<file path="config.mk">
export PLATFORM = sky130hd
export DESIGN_NAME = vlist_regs
export DESIGN_NICKNAME = d
export VERILOG_FILES = /design/src/rtl/vlr_pkg.sv /design/src/rtl/vlr_entry.sv /design/src/rtl/vlr_pick.sv /design/src/rtl/vlist_regs.sv
export SDC_FILE = /design/constraint.sdc
export NUM_CORES = 1
export LEC_CHECK = 0
export BUFFER_PORTS_ARGS = -buffer_cell sky130_fd_sc_hd__buf_2
export CORE_ASPECT_RATIO = 0.75
export CORE_MARGIN = 1
export CORE_UTILIZATION = 39
export CTS_CLUSTER_DIAMETER = 40
export DETAILED_ROUTE_END_ITERATION = 12
export PLACE_DENSITY_LB_ADDON = 0.05
export SLEW_MARGIN = 15
export SYNTH_ARGS = -nofsm -noshare
export SYNTH_HDL_FRONTEND = slang
export SYNTH_SLANG_ARGS = --single-unit
</file>
<file path="constraint.sdc">
create_clock -name clk -period 2.95 [get_ports clk]
set_clock_uncertainty 0.15 [all_clocks]
set_input_delay 0.59 -clock clk [delete_from_list [all_inputs] [get_ports clk]]
set_output_delay 0.59 -clock clk [all_outputs]
set_load 0.02 [all_outputs]
</file>
<file path="src/rtl/vlr_pkg.sv">
package vlr_pkg;

    localparam int VID_W = 10;
    localparam int PID_W = 10;

    typedef enum logic [1:0] {
        LR_INV  = 2'b00,
        LR_PEND = 2'b01,
        LR_ACT  = 2'b10,
        LR_PACT = 2'b11
    } lr_state_e;

    typedef struct packed {
        lr_state_e          st;
        logic               hw;
        logic [VID_W-1:0]   vid;
        logic [PID_W-1:0]   pid;
    } lr_entry_t;

    function automatic logic is_active(lr_state_e s);
        return (s == LR_ACT) || (s == LR_PACT);
    endfunction

    function automatic logic linked_combo_bad(logic hw, lr_state_e s);
        return hw && (s == LR_PACT);
    endfunction

    function automatic lr_state_e after_deact(lr_state_e s);
        return (s == LR_PACT) ? LR_PEND : LR_INV;
    endfunction

endpackage

</file>
<file path="src/rtl/vlr_entry.sv">
module vlr_entry
    import vlr_pkg::*;
(
    input  logic      clk,
    input  logic      rst,
    input  logic      wr_hit,
    input  lr_entry_t wr_data,
    input  logic      ack_hit,
    input  logic      deact_hit,
    output lr_entry_t cur
);

    always_ff @(posedge clk) begin
        if (rst) begin
            cur <= '0;
        end else if (wr_hit) begin
            cur <= wr_data;
        end else if (ack_hit) begin
            cur.st <= LR_ACT;
        end else if (deact_hit) begin
            cur.st <= after_deact(cur.st);
        end
    end

    AST_HW_NO_PACT: assert property (@(posedge clk) disable iff (rst)
        !(cur.hw && cur.st == LR_PACT));

    AST_ACK_ONLY_PENDING: assert property (@(posedge clk) disable iff (rst)
        ack_hit |-> cur.st == LR_PEND);

    AST_ACK_GOES_ACTIVE: assert property (@(posedge clk) disable iff (rst)
        ack_hit |=> cur.st == LR_ACT);

    AST_DEACT_ON_ACTIVE: assert property (@(posedge clk) disable iff (rst)
        deact_hit |-> is_active(cur.st));

    AST_IDLE_HOLDS: assert property (@(posedge clk) disable iff (rst)
        !(wr_hit || ack_hit || deact_hit) |=> $stable(cur));

endmodule

</file>
<file path="src/rtl/vlr_pick.sv">
module vlr_pick #(
    parameter int N = 4,
    localparam int IW = (N > 1) ? $clog2(N) : 1
) (
    input  logic [N-1:0]  req,
    output logic          any,
    output logic [IW-1:0] idx,
    output logic [N-1:0]  grant
);

    always_comb begin
        any   = 1'b0;
        idx   = '0;
        grant = '0;
        for (int i = N - 1; i >= 0; i--) begin
            if (req[i]) begin
                any   = 1'b1;
                idx   = IW'(i);
                grant = N'(1) << i;
            end
        end
    end

    always_comb begin
        AST_GRANT_IN_REQ: assert ((grant & ~req) == '0);
    end

endmodule

</file>
<file path="src/rtl/vlist_regs.sv">
module vlist_regs
    import vlr_pkg::*;
#(
    parameter int NUM_LR = 4,
    localparam int IW = (NUM_LR > 1) ? $clog2(NUM_LR) : 1
) (
    input  logic              clk,
    input  logic              rst,
    input  logic              stall_i,
    input  logic              wr_en_i,
    input  logic [IW-1:0]     wr_idx_i,
    input  logic [1:0]        wr_state_i,
    input  logic              wr_hw_i,
    input  logic [VID_W-1:0]  wr_vid_i,
    input  logic [PID_W-1:0]  wr_pid_i,
    output logic              wr_reject_o,
    input  logic              ack_i,
    output logic              ack_vld_o,
    output logic [VID_W-1:0]  ack_id_o,
    input  logic              deact_i,
    input  logic [VID_W-1:0]  deact_id_i,
    output logic              phys_deact_o,
    output logic [PID_W-1:0]  phys_pid_o,
    output logic              deact_err_o,
    output logic [NUM_LR-1:0] empty_o
);

    lr_entry_t          ent [NUM_LR];
    lr_entry_t          wr_data;
    logic               wr_bad, wr_go, ack_go, dx_go;
    logic [NUM_LR-1:0]  pend_req, act_req, ack_gnt, dx_gnt;
    logic [NUM_LR-1:0]  wr_hit, ack_hit, dx_hit;
    logic               ack_any, dx_any;
    logic [IW-1:0]      ack_idx, dx_idx;

    logic               ack_vld_q, phys_q, rej_q, err_q;
    logic [VID_W-1:0]   ack_id_q;
    logic [PID_W-1:0]   phys_pid_q;

    assign wr_data = '{st: lr_state_e'(wr_state_i), hw: wr_hw_i,
                       vid: wr_vid_i, pid: wr_pid_i};
    assign wr_bad  = linked_combo_bad(wr_hw_i, lr_state_e'(wr_state_i));
    assign wr_go   = stall_i && wr_en_i && !wr_bad;
    assign ack_go  = !stall_i && ack_i;
    assign dx_go   = !stall_i && deact_i;

    for (genvar g = 0; g < NUM_LR; g++) begin : g_slot
        assign pend_req[g] = (ent[g].st == LR_PEND);
        assign act_req[g]  = is_active(ent[g].st) && (ent[g].vid == deact_id_i);
        assign wr_hit[g]   = wr_go && (wr_idx_i == IW'(g));
        assign ack_hit[g]  = ack_go && ack_gnt[g];
        assign dx_hit[g]   = dx_go && dx_gnt[g];
        assign empty_o[g]  = (ent[g].st == LR_INV);

        vlr_entry u_entry (
            .clk       (clk),
            .rst       (rst),
            .wr_hit    (wr_hit[g]),
            .wr_data   (wr_data),
            .ack_hit   (ack_hit[g]),
            .deact_hit (dx_hit[g]),
            .cur       (ent[g])
        );
    end

    vlr_pick #(.N(NUM_LR)) u_ack_pick (
        .req   (pend_req),
        .any   (ack_any),
        .idx   (ack_idx),
        .grant (ack_gnt)
    );

    vlr_pick #(.N(NUM_LR)) u_dx_pick (
        .req   (act_req),
        .any   (dx_any),
        .idx   (dx_idx),
        .grant (dx_gnt)
    );

    always_ff @(posedge clk) begin
        if (rst) begin
            ack_vld_q  <= 1'b0;
            ack_id_q   <= '1;
            phys_q     <= 1'b0;
            phys_pid_q <= '0;
            rej_q      <= 1'b0;
            err_q      <= 1'b0;
        end else begin
            ack_vld_q <= ack_go;
            if (ack_go) begin
                ack_id_q <= ack_any ? ent[ack_idx].vid : '1;
            end
            phys_q <= dx_go && dx_any && ent[dx_idx].hw;
            if (dx_go && dx_any) begin
                phys_pid_q <= ent[dx_idx].pid;
            end
            rej_q <= stall_i && wr_en_i && wr_bad;
            if (dx_go && !dx_any) begin
                err_q <= 1'b1;
            end
        end
    end

    assign ack_vld_o    = ack_vld_q;
    assign ack_id_o     = ack_id_q;
    assign phys_deact_o = phys_q;
    assign phys_pid_o   = phys_pid_q;
    assign wr_reject_o  = rej_q;
    assign deact_err_o  = err_q;

    AST_PHYS_FROM_DEACT: assert property (@(posedge clk) disable iff (rst)
        phys_deact_o |-> $past(dx_go));

    AST_ERR_STICKY: assert property (@(posedge clk) disable iff (rst)
        deact_err_o |=> deact_err_o);

    AST_REJECT_CAUSE: assert property (@(posedge clk) disable iff (rst)
        wr_reject_o |-> $past(stall_i && wr_en_i && wr_hw_i));

    AST_NO_REJECT_RUNNING: assert property (@(posedge clk) disable iff (rst)
        !stall_i |=> !wr_reject_o);

    AST_STALL_BLOCKS_GUEST: assert property (@(posedge clk) disable iff (rst)
        stall_i |=> !ack_vld_o && !phys_deact_o);

    AST_SPURIOUS_WHEN_NONE: assert property (@(posedge clk) disable iff (rst)
        (ack_go && pend_req == '0) |=> ack_vld_o && ack_id_o == '1);

endmodule

</file>
==> results of run 1 <==
-- metrics by stage --
stage	std cells	instance area [um^2]	power, mW
CTS	885	6370	3.95
global route	885	6380	4.04
floorplan	640	5300	1.82
detailed placement	853	5790	1.93
finish	885	6380	3.91
global placement	853	5790	1.92
-- cell usage in the layout, fill, tap and decap left out, drive strengths merged, types with 3 or more instances in the layout --
cell,Yosys,layout
a211o,10,10
a21oi,90,90
a31oi,4,4
buf,6,85
clkbuf,37,23
clkinv,0,7
dfxtp,116,116
mux2i,20,20
mux4,10,10
nand2,181,181
nand2b,13,13
nand3,12,12
nand4,8,8
nor2,38,38
nor2b,6,6
nor3,15,15
o211ai,3,3
o21ai,3,3
o22ai,10,10
or3,3,3
xnor2,40,40
-- area by class of cell --
| type | instances | share of cell area (%) |
|---|---|---|
| clock buffers | 23 | 7.49 |
| clock inverters | 9 | 1.61 |
| inverters | 1 | 0.0589 |
| multi-input cells | 480 | 43.5 |
| flip-flops and latches | 116 | 36.4 |
| well taps | 171 | 3.35 |
| repair buffers | 85 | 7.53 |
-- layer usage --
layer	up-vias	share of wire, %
li1	2298	-
met1	2215	51
met2	140	41
met3	10	7.1
met4	0	0.90
met5	-	0
-- how the worst min path moves through the flow --
stage	start	end	slack (ns)
finish	wr_pid_i[0]	g_slot[0].u_entry.cur[0]	0.29
floorplan	g_slot[1].u_entry.cur[20]	g_slot[1].u_entry.cur[20]	0.28
global placement	g_slot[2].u_entry.cur[8]	g_slot[2].u_entry.cur[8]	0.29
global route	wr_pid_i[2]	g_slot[3].u_entry.cur[2]	0.29
CTS	wr_pid_i[1]	g_slot[3].u_entry.cur[1]	0.28
detailed placement	g_slot[0].u_entry.cur[1]	g_slot[0].u_entry.cur[1]	0.30
-- worst max-delay path, delay by kind of cell (launching register included) --
kind            cells  cell delay (ns)
compound gates      2             0.40
buf+inv             1             0.23
flops               1             0.51
mux                 1             0.21
simple gates        3             0.76
-- state kept, by name, indices dropped and copies added, names as in the netlist --
| register | flops |
|---|---|
| ack_id_o | 10 |
| g_slot.u_entry.cur | 92 |
| wr_reject_o | 1 |
| deact_err_o | 1 |
| phys_deact_o | 1 |
| ack_vld_o | 1 |
| phys_pid_o | 10 |
-- kinds of logic after synthesis --
logic type	count (synthesis)	share of synthesized area, %
AND/OR/NAND/NOR	283	23.3
AO/OA/AOI/OAI	127	13.8
flip-flops	116	43.8
buffers and inverters	44	3.99
XOR/XNOR	40	7.04
multiplexers	30	8.03
-- power groups by stage --
stage          combinational (mW)  sequential (mW)  clock, mW
6_report                    0.273             1.62       2.02
3_5_place_dp                0.273             1.66          0
4_1_cts                     0.274             1.62       2.05
3_3_place_gp                0.268             1.66          0
5_1_grt                     0.298             1.63       2.12
2_1_floorplan               0.168             1.65          0
==> results.sh, run 1 <==
export IMPL_seqCellArea_um2=2320
export IMPL_swShare_pct=23.2
export IMPL_cap_violations=0
export IMPL_worstMarginPinSlew_ns=0.745
export IMPL_pre_cts_slack_ns=0.203
export IMPL_finalNetCount=742
export IMPL_dieWidth_um=137
export IMPL_worstPathMaxFanout=20
export IMPL_grt_pass1_wl_um=23900
export IMPL_slowest_stage="dfxtp_1"
export IMPL_core_area_um2=13100
export IMPL_postLayoutCoreUtil_pct=48.7
export IMPL_grt_use_met3_pct=6.49
export IMPL_finalHoldViolCount=0
export IMPL_drt_iter0_drc=271
export IMPL_cts_buffers=17
export IMPL_overflow=0
export IMPL_fp_dieH_um=103
export IMPL_grt_use_met2_pct=33.3
export IMPL_total_leakage_power_nw=2.45
export IMPL_drc=0
export IMPL_cp_endpoint="phys_pid_o[0]"
export IMPL_end_kind="flop"
export IMPL_gp_congestion=0.825
export IMPL_ios=69
export IMPL_clk_path_buf_depth=2
export IMPL_postRouteAntennaNets=0
export IMPL_cp_data_required_time_ns=3.11
export IMPL_busiest_layer="met1"
export IMPL_dr_pass1_iters=4
export IMPL_outcome="complete, no violations"
export IMPL_reg2reg_depth=7
export IMPL_yosysSeqAreaShare_pct=43.8
export IMPL_setup_viol=0
export IMPL_synth_most_common_cell="nand2_1"
export IMPL_root_buffer="clkbuf_16"
export IMPL_clkPwrFrac_pct=51.5
export IMPL_n_antenna_cell=0
export IMPL_path_clk_slew_ns=0.05
export IMPL_critPathMaxStageDelay_ns=0.51
export IMPL_ys_types=44
export IMPL_final_layout_size_suffix_gt1_share_pct=19.9
export IMPL_antenna_found_initial=0
export IMPL_startpoint_type="flop"
export IMPL_avgViaCountPerCell=5.27
export IMPL_syn_num_nets=681
export IMPL_peakVddDrop_mv=0.453
export IMPL_dp_hpwl_um=10400
export IMPL_multi_input_area_um2=2780
export IMPL_port_buffers=68
export IMPL_synth_edf_count=0
export IMPL_ys_seq_elements=116
export IMPL_synth_top_area_share_pct=43.8
export IMPL_grt_max_degree=75
export IMPL_ys_warn_count=0
export IMPL_relSlewSlack_pct=50.0
export IMPL_initial_core_util_pct=40.4
export IMPL_fill_cells=1320
export IMPL_cellPowerDensity_nw_per_um2=613
export IMPL_syn_area_per_cell_um2=8.28
export IMPL_holdPathStages=3
export IMPL_r2r_start="g_slot[0].u_entry.cur[22]"
export IMPL_rsz0062_at_grt="false"
export IMPL_reg2reg_slack_ns=0.56
export IMPL_ctsResizeCount=0
export IMPL_cts_tree="built"
export IMPL_period_share_pct=80.9
export IMPL_holdBufCountCts=0
export IMPL_seqPwrFrac_pct=41.5
export IMPL_whs_ns=0.293
export IMPL_syn_inst=640
export IMPL_dieArea_um2=14100
export IMPL_crit_type="reg -> reg"
export IMPL_async_flop_share_pct=0
export IMPL_vias=4663
export IMPL_drv_slew=0
export IMPL_grt_util_all_layers_pct=23.6
export IMPL_post_cts_setup_buffers=0
export IMPL_area_growth_syn_to_layout_pct=20.4
export IMPL_fmax_mhz=419
export IMPL_worstReg2RegEnd="phys_pid_o[0]"
export IMPL_fin_tns_setup_ns=0
export IMPL_fp_row_count=36
export IMPL_min_period_ns=2.39
export IMPL_switching_power_mw=0.907
export IMPL_intPower_mw=3.00
export IMPL_path_cells="nand4_1, or3_1, o211ai_2, buf_12, mux2i_1, nor2_1, a211o_1"
export IMPL_wl_per_cell_um=17.8
export IMPL_worst_slack_ns=0.562
export IMPL_first_global_vias=4218
export IMPL_pwr_share_comb_pct=7.0
export IMPL_drt_wl_total_um=15800
export IMPL_clock_sinks=116
export IMPL_synth_top_area_cell="dfxtp_1"
export IMPL_cp_arrival_ns=2.54
export IMPL_hold_path_class="in -> reg"
export IMPL_htree_levels=4
export IMPL_critPathLaunch="g_slot[0].u_entry.cur[22]"
export IMPL_synth_area_um2=5300
export IMPL_synth_common_cells="nand2_1 (179), dfxtp_1 (116), a21oi_1 (89), nor2_1 (38), xnor2_1 (37)"
export IMPL_synthTopCellsByArea="dfxtp_1 (44%), nand2_1 (13%), a21oi_1 (8.4%)"
export IMPL_clkLatencyLatePin_ns=0.42
export IMPL_use_met1_pct=34.2
export IMPL_synth_ff_type="dfxtp_1"
No activity file was read; power rests on OpenSTA's default activity.
==> run 2, diff against run 1 <==
ABC_AREA = 1   (was unset)
clock period = 2.2 ns   (was 2.95 ns; I/O delays follow)
==> results.sh, run 2 <==
export IMPL_outcome="complete, no violations"
export IMPL_antenna_found_initial=0
export IMPL_synth_area_um2=5850
export IMPL_cp_data_required_time_ns=2.42
export IMPL_synth_top_area_cell="dfxtp_1"
export IMPL_grt_max_degree=45
export IMPL_min_to="wr_reject_o"
export IMPL_peakVddDrop_mv=0.502
export IMPL_cp_arrival_ns=2.33
export IMPL_drv_slew=0
export IMPL_crit_type="reg -> reg"
export IMPL_synth_ff_type="dfxtp_1"
export IMPL_rsz0062_at_grt="true"
export IMPL_root_buffer="clkbuf_16"
export IMPL_synth_common_cells="nand2_1 (167), dfxtp_1 (116), inv_1 (110), o21ai_0 (103)"
export IMPL_gp_congestion=0.937
export IMPL_dieArea_um2=15500
export IMPL_relSlewSlack_pct=65.0
export IMPL_grt_util_all_layers_pct=27.8
export IMPL_syn_inst=885
export IMPL_fp_row_count=38
export IMPL_period_share_pct=95.7
export IMPL_postLayoutCoreUtil_pct=52.9
export IMPL_yosysSeqAreaShare_pct=39.7
export IMPL_r2r_start="g_slot[1].u_entry.cur[13]"
export IMPL_core_area_um2=14500
export IMPL_cap_violations=0
export IMPL_syn_area_per_cell_um2=6.61
export IMPL_port_buffers=68
export IMPL_holdPathStages=3
export IMPL_clock_sinks=116
export IMPL_dpl_cell_area_um2=6890
export IMPL_synth_edf_count=0
export IMPL_initial_core_util_pct=40.2
export IMPL_grt_pass1_wl_um=31700
export IMPL_fmax_mhz=475
export IMPL_layout_common_cells="nand2_1 (159), dfxtp_1 (109), inv_1 (107)"
export IMPL_final_cells=1218
export IMPL_dp_hpwl_um=14800
export IMPL_drt_wl_total_um=20400
export IMPL_synthTopCellsByArea="dfxtp_1 (40%), nand2_1 (11%), o21ai_0 (8.8%)"
export IMPL_synth_top_area_share_pct=39.7
export IMPL_ys_warn_count=0
export IMPL_syn_num_nets=926
export IMPL_drt_iter0_drc=665
export IMPL_reg2reg_depth=15
export IMPL_largest_register_ffs=92
export IMPL_final_common_cell="nand2_1"
export IMPL_drc=0
export IMPL_cellPowerDensity_nw_per_um2=727
export IMPL_regMostFlops="g_slot.u_entry.cur"
export IMPL_startpoint_type="flop"
export IMPL_synth_most_common_cell="nand2_1"
export IMPL_finalHoldViolCount=0
export IMPL_async_flop_share_pct=0
export IMPL_path_clk_slew_ns=0.06
export IMPL_cts_buffers=17
export IMPL_htree_levels=4
export IMPL_worstMarginPinSlew_ns=0.525
export IMPL_design_area_um2=7690
export IMPL_clkLatencyLatePin_ns=0.43
export IMPL_fp_dieH_um=108
export IMPL_vias=6217
export IMPL_hold_path_class="in -> reg"
export IMPL_n_antenna_cell=0
export IMPL_final_layout_size_suffix_gt1_share_pct=22.9
export IMPL_place_inst=1179
export IMPL_finalNetCount=1046
export IMPL_avgViaCountPerCell=5.10
export IMPL_reg2reg_slack_ns=0.09
export IMPL_clk_path_buf_depth=2
export IMPL_overflow=0
export IMPL_min_period_ns=2.11
export IMPL_whs_ns=0.111
export IMPL_hp_start="wr_en_i"
export IMPL_cts_tree="built"
export IMPL_dieWidth_um=143
export IMPL_fill_cells=1502
export IMPL_total_leakage_power_nw=3.38
export IMPL_dr_pass1_iters=5
export IMPL_holdBufCountCts=0
export IMPL_worstReg2RegEnd="phys_pid_o[8]"
export IMPL_wl_per_cell_um=16.7
export IMPL_area_growth_syn_to_layout_pct=31.4
export IMPL_ys_seq_elements=116
export IMPL_ios=69
export IMPL_postRouteAntennaNets=0
export IMPL_first_global_vias=5769
export IMPL_ys_types=37
export IMPL_worstPathMaxFanout=7
export IMPL_end_kind="flop"
export IMPL_setup_viol=0
-- run 2: cell types whose count changed in the layout (fill, tap and decap cells not counted), moves of 13 or more --
cell,previous run,this run
inv_1,1,107
nand3_1,12,60
nor2_1,37,91
mux2i_1,20,0
o21ai_1,1,14
buf_4,16,60
nand2b_1,13,0
o21ai_0,2,101
nand2_1,179,159
xnor2_1,37,4
-- run 2: final cells by class --
| type | instances | area (um^2) | share of cell area (%) |
|---|---|---|---|
| well taps | 200 | 250 | 3.25 |
| multi-input cells | 606 | 2990 | 38.9 |
| repair buffers | 144 | 1090 | 14.1 |
| clock buffers | 20 | 447 | 5.81 |
| clock inverters | 12 | 131 | 1.71 |
| flip-flops and latches | 116 | 2330 | 30.3 |
| inverters | 120 | 453 | 5.89 |
-- run 2: worst max path at each step --
stage,start,endpoint,slack (ns),cells after the start
2_1_floorplan,deact_id_i[4],phys_pid_o[0],0.29,11
6_report,g_slot[1].u_entry.cur[13],phys_pid_o[8],0.09,15
4_1_cts,g_slot[3].u_entry.cur[11],phys_pid_o[0],0.02,18
3_3_place_gp,deact_id_i[4],phys_pid_o[0],-0.26,15
3_5_place_dp,deact_id_i[4],phys_pid_o[0],-0.21,18
5_1_grt,g_slot[3].u_entry.cur[11],phys_pid_o[3],-0.02,18
-- run 2: critical path: stages, from the launching register on --
cell and delay (ns):
dfxtp_2 0.33, inv_1 0.07, nand2_2 0.09, nand4_1 0.18
nor2_2 0.16, nand3_2 0.10, buf_4 0.16, nand2_4 0.10
nor2_4 0.06, nor2_4 0.16, buf_12 0.15, buf_12 0.10
nor2_2 0.03, nor2_1 0.11, nand2_1 0.06, inv_1 0.05
-- run 2: cell families (layout without fill, tap and decap cells) --
group | Yosys count | count (layout) | share of synthesized area, %
simple gates | 362 | 362 | 26.8
compound gates | 233 | 233 | 20.9
buf+inv | 163 | 296 | 11.0
flops | 116 | 116 | 39.7
xor+xnor | 11 | 11 | 1.65
-- run 2: per-stage QoR --
stage,power (mW),TNS [ns],setup WS (ns)
floorplan,2.59,0,0.290
global placement,2.87,-2.32,-0.263
detailed placement,2.88,-2.06,-0.214
CTS,5.60,0,0.0163
global route,5.81,-0.0449,-0.0196
finish,5.59,0,0.0940
-- run 2: what timing repair did --
item                                    4_1_cts  5_1_grt
endpoints found under the hold margin         0        0
gates resized for setup                       1       44
pin swaps                                     0       17
gates cloned                                  0        2
setup buffers                                 0        5
endpoints found under the setup margin        3       24
-- run 2: where the power goes --
part           total, mW  switching (mW)  internal [mW]  leakage [nW]
logic              0.653           0.414          0.238          2.16
registers           2.21          0.0396           2.17         0.945
clock network       2.73            1.04           1.69         0.272
total               5.59            1.49           4.10          3.38
-- run 2: per-layer routing --
layer	vias to the layer above	wire length (um)	GRT usage, %
met4	0	306	9.73
met3	24	1850	8.77
li1	3118	-	-
met1	2840	10300	41.5
met5	-	0	0
met2	235	7890	36.7
==> run 3, diff against run 2 <==
CORE_UTILIZATION = 58   (was 39)
==> results.sh, run 3 (same netlist as run 2, synthesis figures left out) <==
export IMPL_rsz0062_at_grt="true"
export IMPL_peakVddDrop_mv=0.873
export IMPL_grt_util_all_layers_pct=38.0
export IMPL_vias=6575
export IMPL_setup_viol=0
export IMPL_relSlewSlack_pct=53.0
export IMPL_fill_cells=773
export IMPL_layout_common_cells="nand2_1 (165), dfxtp_1 (112), inv_1 (109)"
export IMPL_cp_arrival_ns=2.25
export IMPL_drt_iter0_drc=680
export IMPL_initial_core_util_pct=60.1
export IMPL_period_share_pct=95.1
export IMPL_grt_max_degree=63
export IMPL_clk_path_buf_depth=2
export IMPL_met2_length_um=8000
export IMPL_fp_dieH_um=89.0
export IMPL_finalNetCount=1037
export IMPL_port_buffers=68
export IMPL_fmax_mhz=478
export IMPL_ios=69
export IMPL_path_clk_slew_ns=0.06
export IMPL_area_growth_syn_to_layout_pct=25.9
export IMPL_startpoint_type="flop"
export IMPL_grt_pass1_wl_um=30300
export IMPL_root_buffer="clkbuf_16"
export IMPL_dieWidth_um=118
export IMPL_dp_hpwl_um=14200
export IMPL_drv_slew=0
export IMPL_worstMarginPinSlew_ns=0.700
export IMPL_pre_cts_slack_ns=-0.128
export IMPL_dpl_cell_area_um2=6710
export IMPL_postRouteAntennaNets=0
export IMPL_gp_congestion=0.964
export IMPL_drt_wl_total_um=19600
export IMPL_final_common_cell="nand2_1"
export IMPL_worstPathMaxFanout=5
export IMPL_clock_sinks=116
export IMPL_hold_path_class="in -> reg"
export IMPL_worst_slack_ns=0.107
export IMPL_avgViaCountPerCell=5.76
export IMPL_dr_pass1_iters=8
export IMPL_dieArea_um2=10500
export IMPL_overflow=0
export IMPL_wl_met3_um=2670
export IMPL_crit_type="reg -> reg"
export IMPL_drc=0
export IMPL_min_period_ns=2.09
export IMPL_p_total_mw=5.73
export IMPL_final_layout_size_suffix_gt1_share_pct=19.8
export IMPL_cp_data_required_time_ns=2.36
export IMPL_wl_per_cell_um=17.2
export IMPL_antenna_found_initial=0
export IMPL_outcome="complete, no violations"
export IMPL_cellPowerDensity_nw_per_um2=778
export IMPL_core_area_um2=9740
export IMPL_cts_tree="built"
export IMPL_clkLatencyLatePin_ns=0.42
export IMPL_cts_buffers=17
export IMPL_highest_layer="met4"
export IMPL_holdBufCountCts=0
export IMPL_end_kind="flop"
export IMPL_total_leakage_power_nw=3.29
export IMPL_largest_register_ffs=92
export IMPL_fp_row_count=31
export IMPL_first_global_vias=5810
export IMPL_n_antenna_cell=0
export IMPL_wl_met1_um=8630
export IMPL_finalHoldViolCount=0
export IMPL_fin_tns_setup_ns=0
export IMPL_cap_violations=0
export IMPL_regMostFlops="g_slot.u_entry.cur"
export IMPL_htree_levels=4
export IMPL_design_area_um2=7370
==> run 3: cell count changes in the layout (fill, tap and decap cells not counted), sizes merged <==
cell    change
clkbuf      -4
inv         +1
bufinv      +1
buf         -7
==> run 3: final timing paths <==
check                            start                       end  slack [ns]  cells past startpoint
min reg2reg   g_slot[0].u_entry.cur[6]  g_slot[0].u_entry.cur[6]        0.31                      2
max reg2reg  g_slot[3].u_entry.cur[21]               ack_id_o[3]        0.11                     10
min                            wr_en_i               wr_reject_o        0.13                      3
max          g_slot[3].u_entry.cur[21]               ack_id_o[3]        0.11                     10
==> run 3: area by class of cell <==
| class | count | area, um^2 | share of cell area, % |
|---|---|---|---|
| multi-input cells | 606 | 2900 | 39.3 |
| flip-flops and latches | 116 | 2330 | 31.6 |
| clock buffers | 18 | 439 | 5.96 |
| inverters | 120 | 450 | 6.11 |
| clock inverters | 14 | 178 | 2.41 |
| repair buffers | 135 | 913 | 12.4 |
| well taps | 132 | 165 | 2.24 |
==> run 3: power breakdown <==
part | internal (mW) | leakage [nW] | switching, mW
clock network | 1.82 | 0.290 | 1.06
registers | 2.17 | 0.943 | 0.0426
logic | 0.229 | 2.06 | 0.409
==> run 3: per-stage QoR <==
stage	hold WS [ns]	cells	utilization, %
CTS	0.133	1139	75.3
detailed placement	0.296	1107	69.0
finish	0.131	1141	75.7
global route	0.132	1141	75.7
floorplan	0.280	885	-
global placement	0.288	1107	69.0
==> run 3: repair_timing <==
action	4_1_cts	5_1_grt
setup buffers	0	2
setup endpoints to repair	0	24
gates resized for setup	0	11
==> run 3: worst max-delay path: stages, from the launching register on <==
cell,delay [ns]
dfxtp_1,0.39
inv_1,0.08
o21ai_0,0.26
nand3_1,0.18
inv_1,0.23
buf_4,0.20
o21ai_1,0.07
a21oi_1,0.12
nor2_1,0.13
o22ai_1,0.13
nand2_1,0.06
==> run 3: metal layers <==
metal | track usage, % | vias to the layer above
li1 | - | 3098
met1 | 54.3 | 3031
met2 | 54.3 | 409
met3 | 12.1 | 37
met4 | 12.0 | 0
met5 | 0 | -
